File: config.mk
export PLATFORM = sky130hd
export DESIGN_NAME = ddr_bank_fsm
export DESIGN_NICKNAME = d
export VERILOG_FILES = /design/src/rtl/ddr_cmd_pkg.sv /design/src/rtl/ddr_bank_fsm.sv
export SDC_FILE = /design/constraint.sdc
export NUM_CORES = 1
export LEC_CHECK = 0
export ABC_CLOCK_PERIOD_IN_PS = 1600
export BUFFER_PORTS_ARGS = -buffer_cell sky130_fd_sc_hd__buf_2
export CAP_MARGIN = 20
export CORE_AREA = 4 4 41 43
export DETAILED_ROUTE_END_ITERATION = 10
export DIE_AREA = 0 0 45 47
export PLACE_DENSITY = 0.58
export SLEW_MARGIN = 20
export SYNTH_ARGS = -nofsm -noshare
export SYNTH_HDL_FRONTEND = slang
export SYNTH_SLANG_ARGS = --single-unit
File: constraint.sdc
create_clock -name clk -period 1.6 [get_ports clk]
set_clock_uncertainty 0.1 [all_clocks]
set_input_delay 0.08 -clock clk [delete_from_list [all_inputs] [get_ports clk]]
set_output_delay 0.08 -clock clk [all_outputs]
set_load 0.01 [all_outputs]
File: src/rtl/ddr_cmd_pkg.sv
package ddr_cmd_pkg;
  typedef enum logic [3:0] {
    CMD_DESEL = 4'd0,
    CMD_NOP   = 4'd1,
    CMD_ACT   = 4'd2,
    CMD_RD    = 4'd3,
    CMD_WR    = 4'd4,
    CMD_PRE   = 4'd5,
    CMD_REF   = 4'd6,
    CMD_MRS   = 4'd7,
    CMD_EMRS  = 4'd8,
    CMD_BST   = 4'd9,
    CMD_PDE   = 4'd10,
    CMD_PDX   = 4'd11,
    CMD_RSVD  = 4'd15
  } cmd_e;

  typedef enum logic [1:0] {
    BK_IDLE = 2'd0,
    BK_OPEN = 2'd1,
    BK_RD   = 2'd2,
    BK_WR   = 2'd3
  } bank_st_e;
endpackage

File: src/rtl/ddr_bank_fsm.sv
module ddr_bank_fsm
  import ddr_cmd_pkg::*;
#(
  parameter int BURST_CYC = 4
) (
  input  logic     clk,
  input  logic     rst,
  input  logic     open_i,
  input  logic     pre_i,
  input  logic     start_i,
  input  logic     is_wr_i,
  input  logic     ap_i,
  input  logic     cut_i,
  output bank_st_e st_o
);
  localparam int CNT_W = $clog2(BURST_CYC + 1);

  bank_st_e       st_q;
  logic           ap_q;
  logic [CNT_W-1:0] cnt_q;
  logic           bursting;

  assign bursting = (st_q == BK_RD) || (st_q == BK_WR);
  assign st_o     = st_q;

  always_ff @(posedge clk) begin
    if (rst) begin
      st_q  <= BK_IDLE;
      ap_q  <= 1'b0;
      cnt_q <= '0;
    end else if (pre_i) begin
      st_q <= BK_IDLE;
    end else if (open_i) begin
      st_q <= BK_OPEN;
    end else if (start_i) begin
      st_q  <= is_wr_i ? BK_WR : BK_RD;
      ap_q  <= ap_i;
      cnt_q <= CNT_W'(BURST_CYC);
    end else if (bursting && (cut_i || cnt_q == CNT_W'(1))) begin
      st_q <= ap_q ? BK_IDLE : BK_OPEN;
    end else if (bursting) begin
      cnt_q <= cnt_q - CNT_W'(1);
    end
  end
endmodule

# Yosys cells after proc, flatten, opt, wreduce, memory -nomap -nowiden
# Cells that the tools add are included.
[classes]
addsub = 1
eq_ne = 4
muxes = 8
bitwise = 2
n_reduce_logical = 10
[ops]
columns = ["operator", "count"]
rows = [
  ["$mux 3", 3],
  ["$eq 2x2->1 const B", 2],
  ["$mux 2", 2],
  ["$reduce_and 4->1", 1],
  ["$reduce_bool 2->1", 2],
  ["$eq 3x1->1 const B", 1],
  ["$mux 1", 3],
  ["$reduce_and 3->1", 1],
  ["$reduce_bool 3->1", 1],
  ["$reduce_or 3->1", 1],
  ["$sub 3x1->3 const B", 1],
  ["$logic_or 1x1->1", 2],
  ["$ne 2x2->1 const B", 1],
  ["$not 1->1", 2],
  ["$reduce_or 2->1", 1],
  ["$logic_and 1x1->1", 1],
]
[totals]
register_bits = 6
inputBits = 8
output_inout_bits = 2

# Depth between registers and ports, before layout
# Gate-level depths: netlist (run 1).
[logic_depth]
ltp_word = 6
mapped_depth = 5
ltp_nobuf = 5

# Worst setup path before layout (run 1)
# Ideal clock, no wire load.
[synth_timing]
path_type = "reg-to-reg"
start = "register st_q[1], in the netlist st_o[1]"
end = "register cnt_q[2]"
setup_ns = 0.116
arrival_time_ns = 1.362
required_time_ns = 1.384
setup_slack_ns = 0.022
path_stages_with_launch = 4
path_buffers = 0
synth_period_minus_slack_ns = 1.578
cell_sequence = "dfxtp_1 > or3b_4 > or4_1 > o211a_1"
[synth_between]
elab_chain_cells = 5
elab_cells_between_ends = 7
cone_classes = "eq/ne (3); reduce/logical (4)"
[synth_lines]
columns = ["element", "line_no", "rtl"]
rows = [
  ["start, declared", "ddr_bank_fsm.sv:18", "bank_st_e st_q;"],
  ["start signal, assigned", "ddr_bank_fsm.sv:36", "st_q <= is_wr_i ? BK_WR : BK_RD;"],
  ["start signal, assigned", "ddr_bank_fsm.sv:40", "st_q <= ap_q ? BK_IDLE : BK_OPEN;"],
  ["$eq 2x2->1", "ddr_bank_fsm.sv:23", "assign bursting = (st_q == BK_RD) || (st_q == BK_WR);"],
  ["$logic_or 1x1->1 *", "ddr_bank_fsm.sv:23", ""],
  ["$logic_and 1x1->1", "ddr_bank_fsm.sv:39", "end else if (bursting && (cut_i || cnt_q == CNT_W'(1))) begin"],
  ["$ne 2x2->1 (no source line)", "--", ""],
  ["$reduce_and 4->1 (no source line) *", "--", ""],
  ["end signal, assigned", "ddr_bank_fsm.sv:38", "cnt_q <= CNT_W'(BURST_CYC);"],
  ["end signal, assigned", "ddr_bank_fsm.sv:42", "cnt_q <= cnt_q - CNT_W'(1);"],
  ["end, declared", "ddr_bank_fsm.sv:20", "logic [CNT_W-1:0] cnt_q;"],
]
# Every way passes the cells marked *; elsewhere a longest branch is shown, timed or not.
# A chain may end at the register's enable or synchronous reset.

# Worst setup path in the final report (run 1)
# Same ends and word-level chain as after synthesis.

==> impl_metrics.tcl, run 1 <==
set metrics [dict create \
    worstPathMaxFanout 5 \
    min_path_type "input port to flop" \
    chipWidth_um 45 \
    place_area_um2 411.6 \
    critPathKind "flop to flop" \
    p_per_area_nw_per_um2 733.0 \
    antenna_found_initial 0 \
    ys_seq_area_frac 0.3416 \
    first_iter_violations 3 \
    reg2reg_slack_ns 0.04 \
    ir_drop_v 0.0003904 \
    die_h_um 47 \
    gp_congestion 0.8075 \
    ios 10 \
    startpoint_type "flop" \
    rows 13 \
    top_layer "met3" \
    cp_top_family "simple AND/OR/NAND/NOR gates" \
    htreeDepth 1 \
    wl_met1_um 381 \
    multi_input_area_um2 224.0 \
    rr_worst_depth 3 \
    tritoncts "done" \
    ys_async_sr_fraction 0 \
    ys_seq_elements 6 \
    yosysMostFrequentCell "dfxtp_1" \
    cp.buffers_inverters 0 \
    slew_headroom 0.7596 \
    root_buffer "clkbuf_4" \
    outcome "completed" \
    met3_length_um 55 \
    numPortBuffers 9 \
    drc 0 \
    yosysWarningCount 0 \
    synth_common_cells "dfxtp_1, a21oi_1, inv_1, nor2_1" \
    grt_pass1_wl_mm 1.345 \
    synth.top_cells.by_area "dfxtp_1, ha_1, a21oi_1" \
    grt_max_degree 10 \
    clock_latency_ns 0.25 \
    synth-edff-count 0 \
    holdPathEnd "st_o[0]" \
    worstPathArrival_ns 1.60 \
    start_util 0.2702 \
    dp_hpwl_um 585 \
    vias 346 \
    path_cells "or3b_4 -> or4_1 -> o211a_1" \
    core_area_um2 1301 \
    critPathSlowestCell "or4_1" \
    wl_met2_um 348 \
    ant_nets 0 \
    synth_area_leader_cell "dfxtp_1" \
    avgSynthCellArea_um2 9.015 \
    die_area_um2 2115 \
    min_path_cells 3 \
    setup_tns_ns 0 \
    area_growth_pct 32.03 \
    wl_um 785 \
    fin_crit_ns 1.558 \
    register_area_um2 122.6 \
    end_kind "flop" \
    worstPathRequired_ns 1.64 \
    clk_pin_slew_ns 0.05 \
    ys.flop_type "dfxtp_1" \
    cts_sinks 6 \
    drive_above_1_share 0.3654 \
    grt-ovfl-total 0 \
    antenna_cells_inserted 0 \
    finalCritPeriodShare 0.9734 \
    nNetsFinal 64 \
    r2r-end "cnt_q[2]" \
    hp-start "pre_i" \
    syn_inst 39 \
    hold_violations 0 \
    first_global_vias 306 \
    syn_area_um2 351.6 \
    ys_types 25 \
    drtPass1Iterations 4 \
    worst_pin_slew_ns 0.3575 \
    finalSetupViolCount 0 \
    post_cts_buffers 0 \
    viasPerCell 5.164 \
    crit_path_max_incr_delay_ns 0.47 \
    finalInstanceArea_um2 464.2 \
    drv_slew 0 \
    numCtsBuffers 3 \
    r2r-start "st_o[1]" \
    leakage_nw 0.1893 \
    fmax_mhz 642.1 \
    wl_per_cell_um 11.72 \
    track_usage 0.09343 \
    cap_violations 0 \
    synth_nets 49 \
    cts_buffer_depth 2 \
    final.fill_count 145 \
    synth_top_area_share 0.3416 \
]
-- power by group --
part	switching, mW	internal (mW)
logic	0.0196	0.0211
clock network	0.0552	0.0849
registers	0.00442	0.155
total	0.0792	0.261
-- layout make-up --
class / instances / share of cell area
inverter: 3 / 0.02426
multi-input combinational: 29 / 0.4825
tap: 15 / 0.04043
sequential: 6 / 0.2642
clock buffer: 3 / 0.04852
timing repair buffer: 11 / 0.1402
-- metrics by stage --
stage | setup slack (ns) | total power, mW | hold slack [ns] | utilization | std cells
final | 0.04250 | 0.3403 | 0.07524 | 0.3567 | 67
after global routing | -0.00008726 | 0.3667 | 0.1106 | 0.3567 | 67
after CTS | 0.02664 | 0.3450 | 0.07553 | 0.3490 | 67
after detailed placement | 0.03462 | 0.1983 | 0.2197 | 0.3163 | 62
after global placement | 0.02289 | 0.1981 | 0.2119 | 0.3163 | 62
after floorplan | 0.02189 | 0.1794 | 0.1239 | - | 39
-- routing by layer --
metal	track usage	vias up
met5	0	-
met4	0.03509	0
met3	0.06897	0
met2	0.1186	10
met1	0.1190	160
li1	-	176
-- worst max path at each step --
stage                     startpoint        to  slack, ns  depth (start not counted)
after floorplan              st_o[1]  cnt_q[2]       0.02                          3
after global placement       st_o[1]  cnt_q[2]       0.02                          3
after detailed placement     st_o[1]  cnt_q[2]       0.03                          3
after CTS                    st_o[1]  cnt_q[2]       0.03                          3
after global routing        cnt_q[1]  cnt_q[2]   -0.00009                          5
final                        st_o[1]  cnt_q[2]       0.04                          3
-- worst min-delay path, delay by kind of cell --
family | cells | cell delay [ns]
simple gates | 1 | 0.11
compound gates | 1 | 0.07
buf+inv | 1 | 0.11
-- cells in the final DEF, fill, tap and decap left out, types with 2 or more instances in the layout --
master         netlist  layout
buf_2                0       9
dfxtp_1              6       4
inv_1                3       3
nor2_1               3       3
a21oi_1              3       3
clkbuf_4             0       3
or3_1                2       2
o211ai_1             2       2
ha_1                 2       2
dfxtp_2              0       2
dlygate4sd3_1        0       2
-- flip-flops by register name, summed over array words and instances (netlist names) --
| name | cells |
|---|---|
| st_o | 2 |
| ap_q | 1 |
| cnt_q | 3 |
-- cell families after synthesis --
kind of cell / synth area share
DFF: 0.3417
muxes: 0.02847
adders and majority gates: 0.07116
buffers and inverters: 0.04269
AOI/OAI and AO/OA: 0.2064
and+or+nand+nor: 0.3097
-- repair_timing --
| action | CTS | global route |
|---|---|---|
| resized for setup | 0 | 4 |
| hold buffers | 2 | 0 |
| setup endpoints to repair | 0 | 3 |
| endpoints found under the hold margin | 2 | 0 |
Note: power is estimated with default switching activity, not from simulation.
==> run 2: changes to the inputs <==
RECOVER_POWER = 50   (was not set)
==> impl_metrics.tcl, run 2 (synthesis results as in run 1) <==
set metrics [dict create \
    clk_pin_slew_ns 0.05 \
    p_sw_mw 0.07915 \
    start_util 0.2702 \
    drtPass1Iterations 4 \
    pre_cts_ws_ns 0.03462 \
    finalCritPeriodShare 0.9749 \
    antenna_found_initial 0 \
    use_met3 0.06897 \
    cp_top_family "simple AND/OR/NAND/NOR gates" \
    drv_slew 0 \
    worst_pin_slew_ns 0.3575 \
    leakage_nw 0.1785 \
    worstPathMaxFanout 5 \
    layout_commonest_cell "buf_2" \
    rows 13 \
    end_kind "flop" \
    setup_tns_ns 0 \
    antenna_cells_inserted 0 \
    fmax_mhz 641.1 \
    grt-ovfl-total 0 \
    pwr-share-clk 0.413 \
    hold_violations 0 \
    startpoint_type "flop" \
    cp.buffers_inverters 0 \
    p_sw_frac 0.2333 \
    wl_um 785 \
    nNetsFinal 64 \
    drc 0 \
    p_comb_frac 0.117 \
    drive_above_1_share 0.3077 \
    top_usage_layer "met1" \
    finalSetupViolCount 0 \
    numCtsBuffers 3 \
    chipWidth_um 45 \
    worstPathRequired_ns 1.64 \
    p_seq_frac 0.470 \
    grtUsageMet2 0.1186 \
    ios 10 \
    post_cts_buffers 0 \
    path_cells "or3b_4 -> or4_1 -> o211a_1" \
    met1_usage 0.1190 \
    htreeDepth 1 \
    cts_buffer_depth 2 \
    vias 345 \
    dp_hpwl_um 585 \
    worst_slack_ns 0.04015 \
    track_usage 0.09343 \
    numPortBuffers 9 \
    layout_common_cells "buf_2, dfxtp_1" \
    min_path_type "input port to flop" \
    die_h_um 47 \
    critPathSlowestCell "or4_1" \
    area_growth_pct 30.96 \
    outcome "completed" \
    largest_register_ffs 3 \
    cts_sinks 6 \
    core_area_um2 1301 \
    die_area_um2 2115 \
    slew_headroom 0.7596 \
    ant_nets 0 \
    clock_latency_ns 0.25 \
    cap_violations 0 \
    final.fill_count 148 \
    cell_internal_pwr_mw 0.2601 \
    p_total_mw 0.3392 \
    crit_path_max_incr_delay_ns 0.47 \
    first_global_vias 306 \
    ir_drop_v 0.0003911 \
    critPathKind "flop to flop" \
    wl_per_cell_um 11.72 \
    viasPerCell 5.149 \
    p_per_area_nw_per_um2 736.8 \
    gp_congestion 0.8075 \
    grt_max_degree 10 \
    first_iter_violations 3 \
    fin_crit_ns 1.560 \
    worstPathArrival_ns 1.60 \
    tritoncts "done" \
    root_buffer "clkbuf_4" \
    top_register "cnt_q" \
    grt_pass1_wl_mm 1.345 \
]
run 2: timing repair:
| action | 4_1_cts | 5_1_grt |
|---|---|---|
| hold endpoints to repair | 2 | 0 |
| gates resized for setup | 0 | 4 |
| hold buffers | 2 | 0 |
| setup endpoints to repair | 0 | 3 |
run 2: tightest hold or removal path, delay by kind of cell:
| kind | cells | cell delay (ns) |
|---|---|---|
| AOI/OAI and AO/OA | 1 | 0.07 |
| buffers and inverters | 1 | 0.11 |
| and+or+nand+nor | 1 | 0.11 |
run 2: final cells by class:
| type | count | area, um^2 | area share |
|---|---|---|---|
| Multi-Input combinational cell | 29 | 224.0 | 0.4864 |
| Sequential cell | 6 | 122.6 | 0.2663 |
| Timing Repair Buffer | 11 | 61.31 | 0.1332 |
| Clock buffer | 3 | 22.52 | 0.04891 |
| Tap cell | 15 | 18.77 | 0.04076 |
| Inverter | 3 | 11.26 | 0.02446 |
run 2: power by group through the flow:
stage / logic [mW] / clock network, mW / registers (mW)
after floorplan: 0.0178 / 0 / 0.162
after global placement: 0.0369 / 0 / 0.161
after detailed placement: 0.0370 / 0 / 0.161
after CTS: 0.0410 / 0.145 / 0.159
after global routing: 0.0453 / 0.160 / 0.160
final: 0.0397 / 0.140 / 0.160
run 2: path summary, 6_finish.rpt:
check | endpoint | startpoint | cells past startpoint | slack [ns]
worst max-delay path | cnt_q[2] | st_o[1] | 3 | 0.04
worst min-delay path | st_o[0] | pre_i | 3 | 0.08
worst max register to register | cnt_q[2] | st_o[1] | 3 | 0.04
worst min register to register | cnt_q[1] | cnt_q[1] | 2 | 0.39
run 2: layer usage:
metal,vias up,wire length [um]
li1,176,-
met2,10,348
met1,159,380
met5,-,0
met3,0,56
met4,0,0
run 2: through the flow:
step / cells / cell area (um^2) / utilization / hold WS [ns]
5_1_grt: 67 / 460.4 / 0.3538 / 0.1106
3_3_place_gp: 62 / 411.6 / 0.3163 / 0.2119
3_5_place_dp: 62 / 411.6 / 0.3163 / 0.2197
2_1_floorplan: 39 / 351.6 / - / 0.1239
6_report: 67 / 460.4 / 0.3538 / 0.07538
4_1_cts: 67 / 454.2 / 0.3490 / 0.07553
==> run 3: changes to the inputs <==
ABC_CLOCK_PERIOD_IN_PS = 2000   (was 1600)
PLACE_DENSITY = 0.56   (was 0.58)
clock period = 2 ns   (was 1.6 ns; I/O delays follow)
==> impl_metrics.tcl, run 3 (synthesis results as in run 1) <==
set metrics [dict create \
    outcome "completed" \
    leakage_nw 0.1733 \
    antenna_found_initial 0 \
    gp_congestion 0.8238 \
    ios 10 \
    worstPathRequired_ns 2.04 \
    finalSetupViolCount 0 \
    p_total_mw 0.2705 \
    crit_end "cnt_q[2]" \
    cts_buffer_depth 2 \
    first_iter_violations 13 \
    p_sw_frac 0.2361 \
    r2r-start "cnt_q[1]" \
    vias 344 \
    wl_um 789 \
    start_util 0.2702 \
    grt_max_degree 10 \
    drive_above_1_share 0.2549 \
    ctsResizeCount 0 \
    p_seq_frac 0.468 \
    nNetsFinal 63 \
    r2r-end "cnt_q[2]" \
    hold_slack_ns 0.03231 \
    die_area_um2 2115 \
    drv_slew 0 \
    worst_pin_slew_ns 0.3549 \
    end_kind "flop" \
    track_usage 0.09810 \
    grt_pass1_wl_mm 1.386 \
    clk_pin_slew_ns 0.05 \
    chipWidth_um 45 \
    pre_cts_ws_ns 0.4296 \
    first_global_vias 308 \
    fmax_mhz 627.4 \
    layout_common_cells "dfxtp_1, buf_2" \
    cap_violations 0 \
    p_sw_mw 0.06385 \
    ir_drop_v 0.0003122 \
    rr_worst_depth 5 \
    worstPathArrival_ns 1.63 \
    fin_crit_ns 1.594 \
    numPortBuffers 9 \
    pwr-share-clk 0.419 \
    reg2reg_slack_ns 0.41 \
    dp_hpwl_um 580.7 \
    worstPathMaxFanout 5 \
    slew_headroom 0.7614 \
    numCtsBuffers 3 \
    ant_nets 0 \
    clock_latency_ns 0.25 \
    rsz0062_at_grt "no" \
    tritoncts "done" \
    area_growth_pct 25.27 \
    hold_buffers 1 \
    root_buffer "clkbuf_4" \
    hold_violations 0 \
    viasPerCell 5.212 \
    cell_internal_pwr_mw 0.2066 \
    drc 0 \
    htreeDepth 1 \
    post_cts_buffers 0 \
    rows 13 \
    drtPass1Iterations 4 \
    grt-ovfl-total 0 \
    setup_tns_ns 0 \
    top_register "cnt_q" \
    die_h_um 47 \
    p_per_area_nw_per_um2 614.2 \
    p_comb_frac 0.113 \
    min_path_type "input port to flop" \
    antenna_cells_inserted 0 \
    largest_register_ffs 3 \
    cts_sinks 6 \
    core_area_um2 1301 \
    worst_slack_ns 0.4062 \
    critPathKind "flop to flop" \
    startpoint_type "flop" \
    crit_path_start "cnt_q[1]" \
    wl_per_cell_um 11.95 \
    finalCritPeriodShare 0.7969 \
]
-- run 3: cell types whose count changed in the layout (fill, tap and decap cells not counted) --
cell / previous run / this run
nor2b_1: 0 / 1
dlygate4sd3_1: 2 / 1
dfxtp_1: 4 / 6
nor2b_4: 1 / 0
dfxtp_2: 2 / 0
-- run 3: layout make-up --
class                           instances  area [um^2]
Tap cell                               15        18.77
Timing Repair Buffer                   10        51.30
Sequential cell                         6        120.1
Inverter                                3        11.26
Multi-Input combinational cell         29        216.5
Fill cell                             151        860.8
Clock buffer                            3        22.52
-- run 3: critical path: stages, from the launching register on --
cell,delay (ns)
dfxtp_1,0.33
inv_1,0.06
ha_1,0.18
nor2b_1,0.17
or4_1,0.51
o211a_1,0.14
-- run 3: metrics by stage --
| step | instances | instance area, um^2 | util |
|---|---|---|---|
| 6_report | 66 | 440.4 | 0.3385 |
| 5_1_grt | 66 | 440.4 | 0.3385 |
| 4_1_cts | 66 | 444.2 | 0.3413 |
| 3_5_place_dp | 62 | 411.6 | 0.3163 |
| 3_3_place_gp | 62 | 411.6 | 0.3163 |
| 2_1_floorplan | 39 | 351.6 | - |
-- run 3: worst min path at each step --
stage                   end  slack, ns  cells past startpoint  from
floorplan              ap_q       0.14                      2  ap_i
finish              st_o[1]       0.03                      2   rst
global placement       ap_q       0.23                      3  ap_i
global route        st_o[1]       0.05                      2   rst
detailed placement     ap_q       0.24                      3  ap_i
CTS                 st_o[1]       0.02                      2   rst
-- run 3: power groups by stage --
stage                     Clock [mW]  Combinational, mW  Sequential [mW]
after global routing           0.127             0.0349            0.127
after floorplan                    0             0.0142            0.129
after detailed placement           0             0.0299            0.129
final                          0.113             0.0306            0.127
after global placement             0             0.0296            0.129
after CTS                      0.119             0.0315            0.127
-- run 3: metal layers --
layer  vias up  wire, um  global-route usage
li1        177         -                   -
met1       153       392              0.1187
met2        12       332              0.1271
met3         2        55             0.06897
met4         0         9             0.05263
met5         -         0                   0
